**config.mk**
```make
export PLATFORM = sky130hd
export DESIGN_NAME = scl_wand_clkgen
export DESIGN_NICKNAME = d
export VERILOG_FILES = /design/src/rtl/scl_sync_pkg.sv /design/src/rtl/scl_line_sync.sv /design/src/rtl/scl_phase_counter.sv /design/src/rtl/scl_sync_fsm.sv /design/src/rtl/scl_wand_clkgen.sv
export SDC_FILE = /design/constraint.sdc
export NUM_CORES = 1
export LEC_CHECK = 0
export ABC_AREA = 1
export BUFFER_PORTS_ARGS = -buffer_cell sky130_fd_sc_hd__buf_2
export CAP_MARGIN = 30
export CORE_MARGIN = 5
export CORE_UTILIZATION = 45
export DETAILED_ROUTE_END_ITERATION = 7
export HOLD_SLACK_MARGIN = 0.1
export PLACE_DENSITY = 0.67
export SLEW_MARGIN = 20
export SYNTH_ARGS = -nofsm -noshare
export SYNTH_HDL_FRONTEND = slang
export SYNTH_SLANG_ARGS = --single-unit
```
**constraint.sdc**
```tcl
create_clock -name clk -period 2.8 [get_ports clk]
set_clock_uncertainty 0.1 [all_clocks]
set_input_delay 0.56 -clock clk [delete_from_list [all_inputs] [get_ports clk]]
set_output_delay 0.56 -clock clk [all_outputs]
set_load 0.01 [all_outputs]
```
**src/rtl/scl_sync_pkg.sv**
```systemverilog
package scl_sync_pkg;

  // Phases of the clock generator.
  typedef enum logic [2:0] {
    PH_OFF     = 3'd0,  // disabled, line released
    PH_WAIT_HI = 3'd1,  // released, waiting for the line to be seen high
    PH_HIGH    = 3'd2,  // counting the high period, line released
    PH_DRIVE   = 3'd3,  // pulling low, waiting to observe the falling edge
    PH_LOW     = 3'd4   // pulling low, counting the low period
  } phase_e;

  function automatic logic phase_pulls(input phase_e ph);
    return (ph == PH_DRIVE) || (ph == PH_LOW);
  endfunction

endpackage

```
**src/rtl/scl_line_sync.sv**
```systemverilog
module scl_line_sync #(
  parameter int STAGES = 2
) (
  input  logic clk,
  input  logic rst_n,
  input  logic line_in,
  output logic level,
  output logic rise,
  output logic fall
);
  localparam int LAST = STAGES - 1;

  logic [STAGES-1:0] chain_q;
  logic [STAGES-1:0] chain_d;
  logic              prev_q;

  assign chain_d[0] = line_in;

  generate
    for (genvar i = 1; i < STAGES; i++) begin : g_stage
      assign chain_d[i] = chain_q[i-1];
    end
  endgenerate

  // Idle line is high, so reset to 1 to avoid a false edge.
  always_ff @(posedge clk or negedge rst_n) begin
    if (!rst_n) begin
      chain_q <= '1;
      prev_q  <= 1'b1;
    end else begin
      chain_q <= chain_d;
      prev_q  <= chain_q[LAST];
    end
  end

  assign level = chain_q[LAST];
  assign rise  = level & ~prev_q;
  assign fall  = ~level & prev_q;

  assert_fall_edge_R2: assert property (@(posedge clk) disable iff (!rst_n)
    fall |-> (!level && $past(level)));

  assert_rise_single_R2: assert property (@(posedge clk) disable iff (!rst_n)
    rise |=> !rise);

endmodule

```
**src/rtl/scl_phase_counter.sv**
```systemverilog
module scl_phase_counter #(
  parameter int W = 8
) (
  input  logic         clk,
  input  logic         rst_n,
  input  logic         clr,
  input  logic         run,
  input  logic [W-1:0] limit,
  output logic         expired
);
  logic [W-1:0] cnt_q;
  logic [W-1:0] cnt_d;
  logic [W-1:0] lim_eff;
  logic [W-1:0] lim_m1;
  logic         cnt_en;

  // A limit of 0 counts as 1.
  assign lim_eff = (limit == '0) ? {{(W-1){1'b0}}, 1'b1} : limit;
  assign lim_m1  = lim_eff - 1'b1;
  assign expired = (cnt_q >= lim_m1);

  assign cnt_en = clr | run;

  always_comb begin
    cnt_d = cnt_q;
    if (clr)      cnt_d = '0;
    else if (run) cnt_d = cnt_q + 1'b1;
  end

  always_ff @(posedge clk or negedge rst_n) begin
    if (!rst_n)      cnt_q <= '0;
    else if (cnt_en) cnt_q <= cnt_d;
  end

  // A one-cycle period never needs a counting step.
  assert_min_one_R8: assert property (@(posedge clk) disable iff (!rst_n)
    (limit <= 1) |-> !run);

endmodule

```
**src/rtl/scl_sync_fsm.sv**
```systemverilog
module scl_sync_fsm
  import scl_sync_pkg::*;
(
  input  logic   clk,
  input  logic   rst_n,
  input  logic   en,
  input  logic   level,
  input  logic   fall,
  input  logic   expired,
  output phase_e phase,
  output logic   cnt_clr,
  output logic   cnt_run,
  output logic   pull
);
  phase_e ph_q;
  phase_e ph_d;

  always_comb begin
    ph_d    = ph_q;
    cnt_clr = 1'b1;
    cnt_run = 1'b0;
    if (!en) begin
      ph_d = PH_OFF;
    end else begin
      case (ph_q)
        PH_OFF: ph_d = PH_WAIT_HI;
        PH_WAIT_HI: begin
          if (fall)       ph_d = PH_LOW;
          else if (level) ph_d = PH_HIGH;
        end
        PH_HIGH: begin
          if (fall)         ph_d = PH_LOW;
          else if (expired) ph_d = PH_DRIVE;
          else begin
            cnt_clr = 1'b0;
            cnt_run = 1'b1;
          end
        end
        PH_DRIVE: begin
          if (fall) ph_d = PH_LOW;
        end
        PH_LOW: begin
          if (fall) begin
            ph_d = PH_LOW;            // restart the low count
          end else if (expired) begin
            ph_d = PH_WAIT_HI;
          end else begin
            cnt_clr = 1'b0;
            cnt_run = 1'b1;
          end
        end
        default: ph_d = PH_OFF;
      endcase
    end
  end

  always_ff @(posedge clk or negedge rst_n) begin
    if (!rst_n) ph_q <= PH_OFF;
    else        ph_q <= ph_d;
  end

  assign phase = ph_q;
  assign pull  = phase_pulls(ph_q);

  assert_release_off_R1: assert property (@(posedge clk) disable iff (!rst_n)
    !en |=> !pull);

  assert_fall_grabs_R3: assert property (@(posedge clk) disable iff (!rst_n)
    (en && fall && ph_q != PH_OFF) |=> pull);

  assert_low_release_R4: assert property (@(posedge clk) disable iff (!rst_n)
    (en && ph_q == PH_LOW && expired && !fall) |=> !pull);

  assert_wait_holds_R5: assert property (@(posedge clk) disable iff (!rst_n)
    (en && ph_q == PH_WAIT_HI && !level && !fall) |=> (!pull && ph_q == PH_WAIT_HI));

  assert_high_start_R6: assert property (@(posedge clk) disable iff (!rst_n)
    (en && ph_q == PH_WAIT_HI && level && !fall) |=> (ph_q == PH_HIGH));

  assert_high_pull_R6: assert property (@(posedge clk) disable iff (!rst_n)
    (en && ph_q == PH_HIGH && expired && !fall) |=> pull);

  assert_enable_start_R9: assert property (@(posedge clk) disable iff (!rst_n)
    (en && ph_q == PH_OFF) |=> (ph_q == PH_WAIT_HI && !pull));

endmodule

```
**src/rtl/scl_wand_clkgen.sv**
```systemverilog
module scl_wand_clkgen
  import scl_sync_pkg::*;
#(
  parameter int CNT_W       = 8,
  parameter int SYNC_STAGES = 2
) (
  input  logic             clk,
  input  logic             arst_n,
  input  logic             enable,
  input  logic [CNT_W-1:0] low_cycles,
  input  logic [CNT_W-1:0] high_cycles,
  input  logic             scl_in,
  output logic             scl_pull,
  output logic             scl_rise,
  output logic             scl_fall
);
  localparam int RST_STAGES = 2;

  logic [RST_STAGES-1:0] rst_sync_q;
  logic                  rst_n;

  // Assert asynchronously, release on a clock edge.
  always_ff @(posedge clk or negedge arst_n) begin
    if (!arst_n) rst_sync_q <= '0;
    else         rst_sync_q <= {rst_sync_q[RST_STAGES-2:0], 1'b1};
  end
  assign rst_n = rst_sync_q[RST_STAGES-1];

  logic             line_level;
  logic             line_rise;
  logic             line_fall;
  logic             cnt_clr;
  logic             cnt_run;
  logic             cnt_expired;
  logic [CNT_W-1:0] cnt_limit;
  phase_e           phase;

  scl_line_sync #(.STAGES(SYNC_STAGES)) u_sync (
    .clk     (clk),
    .rst_n   (rst_n),
    .line_in (scl_in),
    .level   (line_level),
    .rise    (line_rise),
    .fall    (line_fall)
  );

  // One counter serves both phases; the limit follows the phase.
  assign cnt_limit = (phase == PH_HIGH) ? high_cycles : low_cycles;

  scl_phase_counter #(.W(CNT_W)) u_cnt (
    .clk     (clk),
    .rst_n   (rst_n),
    .clr     (cnt_clr),
    .run     (cnt_run),
    .limit   (cnt_limit),
    .expired (cnt_expired)
  );

  scl_sync_fsm u_fsm (
    .clk     (clk),
    .rst_n   (rst_n),
    .en      (enable),
    .level   (line_level),
    .fall    (line_fall),
    .expired (cnt_expired),
    .phase   (phase),
    .cnt_clr (cnt_clr),
    .cnt_run (cnt_run),
    .pull    (scl_pull)
  );

  assign scl_rise = line_rise;
  assign scl_fall = line_fall;

endmodule

```
==> results of run 1 <==
[state kept, by name (all words and copies together), names as in the netlist]
| name | count |
|---|---|
| u_sync.prev_q | 1 |
| u_fsm.phase | 3 |
| u_sync.chain_q | 2 |
| rst_sync_q | 2 |
| u_cnt.cnt_q | 8 |
[cell type report]
type | count | area, µm² | share of cell area, %
Clock buffer | 4 | 36.3 | 1.95
Multi-Input combinational cell | 124 | 890 | 47.8
Sequential cell | 16 | 404 | 21.7
Inverter | 30 | 115 | 6.19
Timing Repair Buffer | 56 | 375 | 20.2
Tap cell | 31 | 38.8 | 2.09
[worst max-delay path, stage by stage (launching register included)]
cell	delay, ps
dfrtp_1	430
inv_2	70
nor2_4	170
nand3_2	100
nand2_2	110
nand2_4	70
nor2_8	120
nand2_4	60
nand2_4	70
inv_4	40
ha_4	160
nand3_2	70
xor2_1	140
inv_1	60
ha_2	160
nand2_1	60
inv_1	30
o21bai_1	160
nand3_2	120
nor2_4	150
nand2_4	110
nor3b_2	190
[how the worst max path moves through the flow]
stage | to | cells past startpoint
floorplan | u_cnt.cnt_q[2] | 23
global placement | u_cnt.cnt_q[1] | 22
detailed placement | u_fsm.phase[0] | 21
CTS | u_fsm.phase[1] | 22
global route | u_cnt.cnt_q[0] | 22
finish | u_cnt.cnt_q[3] | 21
[power groups by stage]
stage                     clock network, mW  logic [mW]  registers, mW
final                                 0.145       0.624          0.282
after global routing                  0.166       0.690          0.286
after CTS                             0.152       0.574          0.281
after detailed placement                  0       0.493          0.284
after global placement                    0       0.476          0.282
after floorplan                           0       0.313          0.282
[cells by family (layout without fill, tap and decap cells)]
| group | count (synthesis) | after routing | synth area share, % |
|---|---|---|---|
| compound gates | 15 | 15 | 7.19 |
| xor+xnor | 5 | 5 | 3.45 |
| fa+ha+maj | 10 | 10 | 9.85 |
| buf+inv | 32 | 90 | 10.1 |
| flops | 16 | 16 | 31.8 |
| mux | 1 | 1 | 0.788 |
| other cells | 1 | 1 | 0.295 |
| simple gates | 91 | 92 | 36.5 |
[layer usage]
metal | track usage (%) | part of all wire [%]
met3 | 1.60 | 4.4
met4 | 6.37 | 1.0
met2 | 28.2 | 52
met1 | 18.8 | 43
met5 | 0 | 0
[synthesized netlist by cell type (all sizes together)]
cell | count | area, µm²
nand2 | 48 | 220
inv | 30 | 113
nor2 | 18 | 93.8
dfrtp | 13 | 325
nand3 | 13 | 70.1
ha | 10 | 125
o21ai | 5 | 28.8
a21oi | 4 | 20.0
dfstp | 3 | 78.8
nand3b | 3 | 22.5
nor3 | 3 | 15.0
nor3b | 3 | 22.5
o21bai | 3 | 22.5
xor2 | 3 | 26.3
buf | 2 | 16.3
nand4 | 2 | 12.5
xnor2 | 2 | 17.5
a31oi | 1 | 6.26
and3 | 1 | 6.26
conb | 1 | 3.75
mux2i | 1 | 10.0
o211ai | 1 | 7.51
o22ai | 1 | 6.26
[what timing repair did]
action,in CTS,in global routing
setup buffers,8,3
gates cloned,1,0
pin swaps,12,7
setup endpoints to repair,11,11
gates resized for setup,26,13
hold buffers,1,0
hold endpoints to repair,2,0
[per-stage QoR]
stage | setup slack, ps | utilization (%) | std cells | area (µm²)
finish | -54.6 | 68.0 | 261 | 1860
global route | -308 | 68.0 | 261 | 1860
CTS | -80.0 | 65.0 | 258 | 1780
detailed placement | -308 | 57.4 | 244 | 1570
global placement | -193 | 57.4 | 244 | 1570
floorplan | 21.5 | - | 171 | 1270
==> summary.md, run 1 <==
| Metric | Value |
|---|---|
| Yosys reg bits | 16 |
| Initial core utilization | 46.5% |
| Worst r2r src | u_fsm.phase[1] |
| Top-level port count | 23 |
| Synth Area per Inst | 7.43 µm² |
| Final hold slack | 124 ps |
| Die Y | about 63 µm |
| TritonCTS clock tree | done |
| # clock sinks | 16 |
| First-pass GRT wire length | ~5.2 mm |
| Die area | around 4000 µm² |
| Reg clk slew, reported paths | roughly 90 ps |
| Relative slew slack | 64.2% |
| Diode count | 0 |
| Post-Syn Nets | about 200 |
| Tot Pwr | ~1.1 mW |
| Clock Latency Late Sink | roughly 280 ps |
| Leakage | a little over 1 nW |
| DR vias | approximately 1300 |
| RePlAce Congestion | 0.839 |
| # rows | 19 |
| Routed WL | between 2 and 3 mm |
| RSZ-0062 raised after global routing | true |
| Fill count | approximately 240 |
| Final setup vio count | 8 |
| Residual DRC | 0 |
| Reg2Reg Depth | 21 |
| Critical-path maximum fanout | 7 |
| Status | finished, violations left |
| Core ar. | 2730 µm² |
| First-pass iteration count of the detailed router | 5 |
| R2r endpoint | u_cnt.cnt_q[3] |
| Die W | around 63 µm |
| Layout Nets | around 260 |
| Largest net degree at the start of global routing | 15 |
| Yosys cell types | 32 |
| Switching share of total power | between 30% and 40% |
| DR vias/cell | approximately 4.8 |
| Fmax achieved | 350 MHz |
| CTS root buffer | clkbuf_4 |
| Net Switching | 0.419 mW |
| Post-synthesis sequential area ratio | a little under a third |
| Pwr Density | roughly 570 nW/µm² |
| Initial antenna violation count | 0 |
| Max Root-Sink Buffers | 2 |
| Flop pwr share | approximately 27% |
| MaxCap Viol Count | 0 |
| Number of synthesis warnings | 0 |
| Number of I/O port buffers | 22 |
| GR Util All Layers | 15.7% |
| Final WS setup | -54.6 ps |
| Critical path arrival | between 2000 and 3000 ps |
| Most frequent cells in the layout | 31 x nand2_1, 31 x buf_4, 26 x inv_1, 22 x buf_2, 13 x dfrtp_1 |
| Global route total overflow | 0 |
| Post-DP HPWL | ~2.2 mm |
| Combinational power share | 59.4% |
| CTS Buf Count | 3 |
| Kind of critical path | flip-flop to flip-flop |
| CP startpoint | u_fsm.phase[1] |
| Mapped Area | 1270 µm² |
| Ratio of cells with drive above 1 in the final layout | a little under half |
| Antenna-violating nets left | 0 |
| Startpoint type of the worst setup path | flip-flop |
| Fin Setup TNS | -336 ps |
| CTS H-tree depth | 1 |
| Slew Limit Fails | 0 |
| Clock Power Share | between 10% and 20% |
| Worst min path class | flip-flop to async pin |
| DR WL/cell | ~11 µm |
| Worst-Margin Slew | around 540 ps |
| Final min period | 2850 ps |
| Area growth syn-to-layout | 46.4% |
| Int Pwr | about 0.63 mW |
| Failing checks | negative setup slack |
| Fin crit share | 102% |
| Worst Path Required | 2900 ps |
| Worst reg2reg setup slack | -50 ps |
| Hold Fails Final Rpt | 0 |
| Max VDD drop | slightly above 0.0005 V |
| Cell count after synthesis | approximately 170 |
| Critical path endpoint category | flip-flop |
| Vias in the first global route | 1256 |
| DR iter-0 viols | 43 |
(Power assumes the default switching activity.)
==> inputs of run 2 (changes only) <==
--- a/config.mk
+++ b/config.mk
@@ -12,7 +12,7 @@
 export CORE_UTILIZATION = 45
 export DETAILED_ROUTE_END_ITERATION = 7
 export HOLD_SLACK_MARGIN = 0.1
-export PLACE_DENSITY = 0.67
+export PLACE_DENSITY = 0.64
 export SLEW_MARGIN = 20
 export SYNTH_ARGS = -nofsm -noshare
 export SYNTH_HDL_FRONTEND = slang
==> summary.md, run 2 (synthesis results as in run 1) <==
| Metric | Value |
|---|---|
| Status | finished, violations left |
| Failing checks | negative setup slack |
| Top-level port count | 23 (unchanged) |
| # rows | 19 (unchanged) |
| Critical-path maximum fanout | 5 (-2) |
| Diode count | 0 (unchanged) |
| Startpoint type of the worst setup path | flip-flop |
| First-pass GRT wire length | 6.00 mm (+16%) |
| Hold Fails Final Rpt | 0 (unchanged) |
| Layout Nets | 267 (+2.3%) |
| Leakage | 1.05 nW (+2.6%) |
| Final setup vio count | 10 (+2) |
| RePlAce Congestion | 0.864 (+3.0%) |
| Die Y | 63.1 µm (unchanged) |
| CTS Buf Count | 3 (unchanged) |
| Max VDD drop | 0.000483 V (-5.6%) |
| Clock Latency Late Sink | 290 ps (about the same) |
| Post-DP HPWL | 2.39 mm (+6.8%) |
| Initial core utilization | 46.5% (unchanged) |
| Die area | 3980 µm² (unchanged) |
| CTS H-tree depth | 1 (unchanged) |
| TritonCTS clock tree | done |
| Routed WL | 3.50 mm (+17%) |
| Fin crit share | 104% (+2.3 points) |
| Global route total overflow | 0 (unchanged) |
| Leading cell type in the layout, fill and taps excluded | buf_4 |
| Number of I/O port buffers | 22 (unchanged) |
| Final WS setup | -119 ps (-64.3 ps) |
| Initial antenna violation count | 0 (unchanged) |
| Worst Path Required | 2870 ps (-30 ps) |
| DR iter-0 viols | 43 (unchanged) |
| # clock sinks | 16 (unchanged) |
| DP Area | 1570 µm² (unchanged) |
| First-pass iteration count of the detailed router | 4 (-1) |
| MaxCap Viol Count | 0 (unchanged) |
| Kind of critical path | flip-flop to flip-flop |
| Worst-Margin Slew | 531 ps (-5.73 ps) |
| Final hold slack | 121 ps (-2.41 ps) |
| Antenna-violating nets left | 0 (unchanged) |
| Reg clk slew, reported paths | 90 ps (about the same) |
| DR vias | 1347 (+6.6%) |
| Largest net degree at the start of global routing | 15 (unchanged) |
| Final min period | 2920 ps (+64.3 ps) |
| Vias in the first global route | 1423 (+13%) |
| Critical path arrival | 2990 ps (+30 ps) |
| Fmax achieved | 343 MHz (-2.2%) |
| GR Util All Layers | 18.2% (+2.5 points) |
| Area growth syn-to-layout | 52.6% |
| Core ar. | 2730 µm² (unchanged) |
| RSZ-0062 raised after global routing | true |
| Relative slew slack | 64.6% (+0.38 points) |
| Inst Count DP | 244 (unchanged) |
| Slew Limit Fails | 0 (unchanged) |
| Most frequent cells in the layout | 35 x buf_4, 31 x nand2_1, 26 x inv_1, 22 x buf_2, 12 x dfrtp_1 |
| DR WL/cell | 13.1 µm (+15%) |
| DR vias/cell | 5.04 (+4.2%) |
| Pwr Density | 584 nW/µm² (+3.4%) |
| Critical path endpoint category | flip-flop |
| Residual DRC | 0 (unchanged) |
| Max Root-Sink Buffers | 2 (unchanged) |
| Post-route cell area | 1940 µm² (+4.2%) |
| Layout Cells excl Fill | 267 (+2.3%) |
| Worst min path class | flip-flop to async pin |
| CTS root buffer | clkbuf_4 |
| Max FFs per register | 8 (unchanged) |
| Die W | 63.1 µm (unchanged) |
| Biggest register | u_cnt.cnt_q |
| Ratio of cells with drive above 1 in the final layout | 47.5% (+1.4 points) |
-- run 2: cell count changes in the layout (fill, tap and decap cells not counted), sizes merged --
cell,delta
nand3,+1
buf,+5
-- run 2: per-stage QoR --
step	total power, mW	setup TNS (ps)	setup WS [ps]	util, %
finish	1.13	-835	-119	70.9
global route	1.23	-3230	-330	70.9
CTS	1.07	-466	-67.7	68.0
detailed placement	0.775	-3360	-342	57.4
global placement	0.756	-1890	-200	57.4
floorplan	0.595	0	21.5	-
-- run 2: worst max-delay path, cell delays in order, from the launching register on --
cell and delay, ps:
dfrtp_2 460, inv_4 100, nand3_4 110, buf_4 150
buf_4 130, o21ai_4 160, buf_4 150, ha_4 150
nand2_1 60, xnor2_1 180, ha_1 260, nand2_1 80
o21bai_1 110, nand3_1 130, nor2_4 190, nand2_4 110
nand2_4 110, o21ai_2 60
-- run 2: repair_timing --
action                     CTS  global route
gates cloned                 2             0
setup endpoints to repair   11            11
resized for setup           38             8
buffers inserted            10             6
hold buffers                 1             0
pin swaps                   14            22
hold endpoints to repair     2             0
-- run 2: worst paths after layout --
check | startpoint | slack (ps) | depth (start not counted) | endpoint
hold reg to reg | rst_sync_q[1] | 120 | 0 | u_fsm.phase[2]
max in group asynchronous | arst_n | 2020 | 2 | rst_sync_q[1]
min in group clk | u_sync.chain_q[0] | 260 | 0 | u_sync.chain_q[1]
setup reg to reg | u_fsm.phase[0] | -120 | 17 | u_fsm.phase[0]
hold / removal | rst_sync_q[1] | 120 | 0 | u_fsm.phase[2]
setup / recovery | u_fsm.phase[0] | -120 | 17 | u_fsm.phase[0]
-- run 2: power by group --
group / switching, mW / internal, mW
Sequential: 0.0296 / 0.254
Clock: 0.0711 / 0.0792
Combinational: 0.365 / 0.333
-- run 2: cell type report --
type                            instances  area, µm²
Multi-Input combinational cell        125        923
Fill cell                             206        796
Timing Repair Buffer                   61        417
Sequential cell                        16        405
Inverter                               30        118
Tap cell                               31       38.8
Clock buffer                            4       36.3
-- run 2: metal layers --
layer | vias to the layer above | track usage (%) | wire (µm)
met5 | - | 0 | 0
met4 | 0 | 7.96 | 65
met3 | 7 | 2.66 | 149
met2 | 33 | 32.6 | 1890
met1 | 633 | 21.2 | 1400
li1 | 674 | - | -
==> inputs of run 3 (changes only) <==
--- a/config.mk
+++ b/config.mk
@@ -5,7 +5,6 @@
 export SDC_FILE = /design/constraint.sdc
 export NUM_CORES = 1
 export LEC_CHECK = 0
-export ABC_AREA = 1
 export BUFFER_PORTS_ARGS = -buffer_cell sky130_fd_sc_hd__buf_2
 export CAP_MARGIN = 30
 export CORE_MARGIN = 5
==> summary.md, run 3 <==
| Metric | Value |
|---|---|
| Status | finished, violations left |
| Failing checks | negative setup slack |
| Int Pwr | 0.409 mW (-39%) |
| Max incr delay on CP | 530 ps (+70 ps) |
| Number of flops mapped to enable cells by yosys | 0 (unchanged) |
| Setup WS pre-CTS | -467 ps (-124 ps) |
| Clock Power Share | 20.9% (+7.6 points) |
| Delay-heaviest family, CP | simple AND/OR/NAND/NOR gates |
| Reg2Reg Depth | 14 (-3) |
| MaxCap Viol Count | 0 (unchanged) |
| Number of I/O port buffers | 22 (unchanged) |
| R2r endpoint | u_cnt.cnt_q[7] |
| Kind of critical path | input port to flip-flop |
| Max VDD drop | 0.000309 V (-36%) |
| Clock Latency Late Sink | 280 ps (about the same) |
| Relative slew slack | 63.5% (-1.1 points) |
| Most used flip-flop cell after synthesis | dfrtp_1 |
| Startpoint type of the worst setup path | input port |
| Global route total overflow | 0 (unchanged) |
| Slew Limit Fails | 0 (unchanged) |
| Most common cell in the synthesized netlist | dfrtp_1 |
| Die W | 62.4 µm (-1.1%) |
| CTS root buffer | clkbuf_4 |
| Mapped Area | 1240 µm² (-2.7%) |
| Post-synthesis sequential area ratio | 32.7% (+0.87 points) |
| Antenna-violating nets left | 0 (unchanged) |
| DR WL/cell | 13.7 µm (+4.5%) |
| Residual DRC | 0 (unchanged) |
| Critical Path Slowest Stage Cell | or4_4 |
| Yosys cell types | 44 (+38%) |
| Worst Path Buf+Inv | 2 (-2) |
| Max Root-Sink Buffers | 2 (unchanged) |
| Hold Fails Final Rpt | 0 (unchanged) |
| Synth Area per Inst | 9.58 µm² (+29%) |
| Worst r2r src | u_fsm.phase[1] |
| TritonCTS clock tree | done |
| Worst-Margin Slew | 548 ps (+16.5 ps) |
| Number of synthesis warnings | 0 (unchanged) |
| Synth top area share | 26.3% (+0.70 points) |
| Worst min path class | flip-flop to async pin |
| Reg clk slew, reported paths | 90 ps (about the same) |
| Net Switching | 0.176 mW (-62%) |
| Largest net degree at the start of global routing | 15 (unchanged) |
| Vias in the first global route | 1185 (-17%) |
| Critical path, cell by cell | buf_2 > or4_4 > nor4_4 > o31ai_2 > ha_2 > xor2_1 > ha_1 > a211o_1 > a31oi_4 > buf_6 > o21ai_4 > nor3_2 |
| Worst reg2reg setup slack | 80 ps (+200 ps) |
| Critical path endpoint category | flip-flop |
| Switching share of total power | 30.1% (-11 points) |
| Combinational power share | 35.9% (-26 points) |
| Final WS setup | -97.4 ps (+21.5 ps) |
| First-pass GRT wire length | 5.12 mm (-15%) |
| # clock sinks | 16 (unchanged) |
| Tot Pwr | 0.585 mW (-48%) |
| Ratio of cells with drive above 1 in the final layout | 47.2% (-0.31 points) |
| Critical-path maximum fanout | 4 (-1) |
| Final min period | 2900 ps (-21.5 ps) |
| Pwr Density | 324 nW/µm² (-45%) |
| Initial core utilization | 46.0% (-0.44 points) |
| Top-level port count | 23 (unchanged) |
| Diode count | 0 (unchanged) |
| # rows | 19 (unchanged) |
| Fill count | 222 (+7.8%) |
| Flop pwr share | 43.1% (+18 points) |
| Area growth syn-to-layout | 46.0% |
| Synth cell count leaders | 13 x dfrtp_1, 10 x ha_1, 10 x nor3_1, 9 x nand2_1, 9 x nor2_1 |
| Yosys reg bits | 16 (unchanged) |
| Fin crit share | 103% (-0.77 points) |
| CP startpoint | low_cycles[3] |
| RSZ-0062 raised after global routing | true |
| DR iter-0 viols | 62 (+44%) |
| CTS H-tree depth | 1 (unchanged) |
| Largest cells by area after synthesis | dfrtp_1 26%, ha_1 10%, dfstp_2 6.4% |
| Fmax achieved | 345 MHz (+0.74%) |
| Final setup vio count | 7 (-3) |
| Post-synthesis async set-or-reset flop share | 100% (unchanged) |
| Die area | 3900 µm² (-2.3%) |
| Worst Path Required | 2910 ps (+40 ps) |
| Post-DP HPWL | 2.37 mm (-0.78%) |
| Leading cell type in the layout, fill and taps excluded | buf_4 |
| Biggest register | u_cnt.cnt_q |
| Synth area leader | dfrtp_1 |
| Die Y | 62.4 µm (-1.1%) |
| Layout Nets | 224 (-16%) |
| Leakage | 0.814 nW (-22%) |
| Core ar. | 2690 µm² (-1.7%) |
| Routed WL | 3.07 mm (-12%) |
| Inst Count DP | 207 (-15%) |
| Most frequent cells in the layout | 38 x buf_4, 21 x buf_2, 13 x dfrtp_1, 9 x nor2_1, 9 x ha_1 |
| Layout Cells excl Fill | 224 (-16%) |
| GR Util All Layers | 15.5% (-2.7 points) |
| DR vias | 1204 (-11%) |
| Max FFs per register | 8 (unchanged) |
| Critical path arrival | 3010 ps (+20 ps) |
| DR vias/cell | 5.38 (+6.5%) |
| Post-Syn Nets | 159 (-21%) |
| CTS Buf Count | 3 (unchanged) |
| Final Util | 67.2% (-3.7 points) |
| Cell count after synthesis | 129 (-25%) |
| First-pass iteration count of the detailed router | 4 (unchanged) |
| RePlAce Congestion | 0.829 (-4.0%) |
| Initial antenna violation count | 0 (unchanged) |
-- run 3: changes by cell type after synthesis, sizes merged, moves of 5 or more --
cell / delta
nand2: -39
inv: -27
nor2: -9
nor3: +9
nand3: -8
mux2i: +5
-- run 3: kinds of logic (layout without fill, tap and decap cells) --
| family | Yosys count | in the layout | synth area share, % |
|---|---|---|---|
| multiplexers | 7 | 7 | 5.77 |
| XOR/XNOR | 11 | 11 | 7.79 |
| adder cells (fa/ha/maj) | 11 | 11 | 10.9 |
| other | 1 | 1 | 0.303 |
| AND/OR/NAND/NOR | 54 | 54 | 25.8 |
| flip-flops | 16 | 16 | 32.7 |
| AO/OA/AOI/OAI | 23 | 24 | 14.1 |
| buffers and inverters | 6 | 69 | 2.63 |
-- run 3: power by group through the flow --
stage	clock [mW]	combinational, mW	sequential (mW)
after global routing	0.148	0.230	0.254
after floorplan	0	0.0883	0.257
after detailed placement	0	0.169	0.257
after CTS	0.132	0.201	0.253
after global placement	0	0.162	0.257
final	0.122	0.210	0.252
-- run 3: worst max-delay path by stage --
stage	endpoint	slack [ps]	cells past startpoint
after floorplan	u_fsm.phase[0]	-210	10
after global placement	u_fsm.phase[0]	-390	11
after detailed placement	u_fsm.phase[0]	-470	11
after CTS	u_cnt.cnt_q[4]	-60	12
after global routing	u_cnt.cnt_q[6]	-200	12
final	u_cnt.cnt_q[6]	-100	12
-- run 3: worst register-to-register path, stage by stage, from the launching register on --
cell     delay, ps
dfrtp_1        380
nor3b_4        150
buf_4          160
o31ai_2        280
ha_2           260
nand2_1         70
xnor2_1        160
mux2i_1        100
ha_1           290
buf_4          110
nand2_2         50
o21ai_2        190
buf_4          180
buf_4          110
nor3_2          30
-- run 3: metal layers --
layer	vias up	track usage, %	wire length (µm)
met5	-	0	0
met3	0	3.96	166
met4	0	1.59	0
li1	606	-	-
met2	28	25.6	1440
met1	570	21.1	1460
-- run 3: per-stage QoR --
stage | hold WS, ps | setup TNS (ps) | area, µm²
global route | 196 | -1520 | 1800
CTS | 149 | -288 | 1720
detailed placement | 151 | -3850 | 1590
finish | 122 | -438 | 1800
global placement | 130 | -3160 | 1590
floorplan | 71.2 | -1000 | 1250
-- run 3: layout make-up --
class,count,area (µm²),share of cell area [%]
Clock buffer,4,26.3,1.46
Inverter,3,11.3,0.624
Multi-Input combinational cell,108,901,49.9
Tap cell,31,38.8,2.15
Timing Repair Buffer,62,423,23.4
Sequential cell,16,404,22.4
-- run 3: repair_timing --
action | in CTS | in global routing
cloned | 1 | 1
endpoints found under the setup margin | 9 | 10
hold buffers | 1 | 0
gates resized for setup | 9 | 9
buffers inserted | 4 | 6
pin swaps | 5 | 4
hold endpoints to repair | 2 | 0
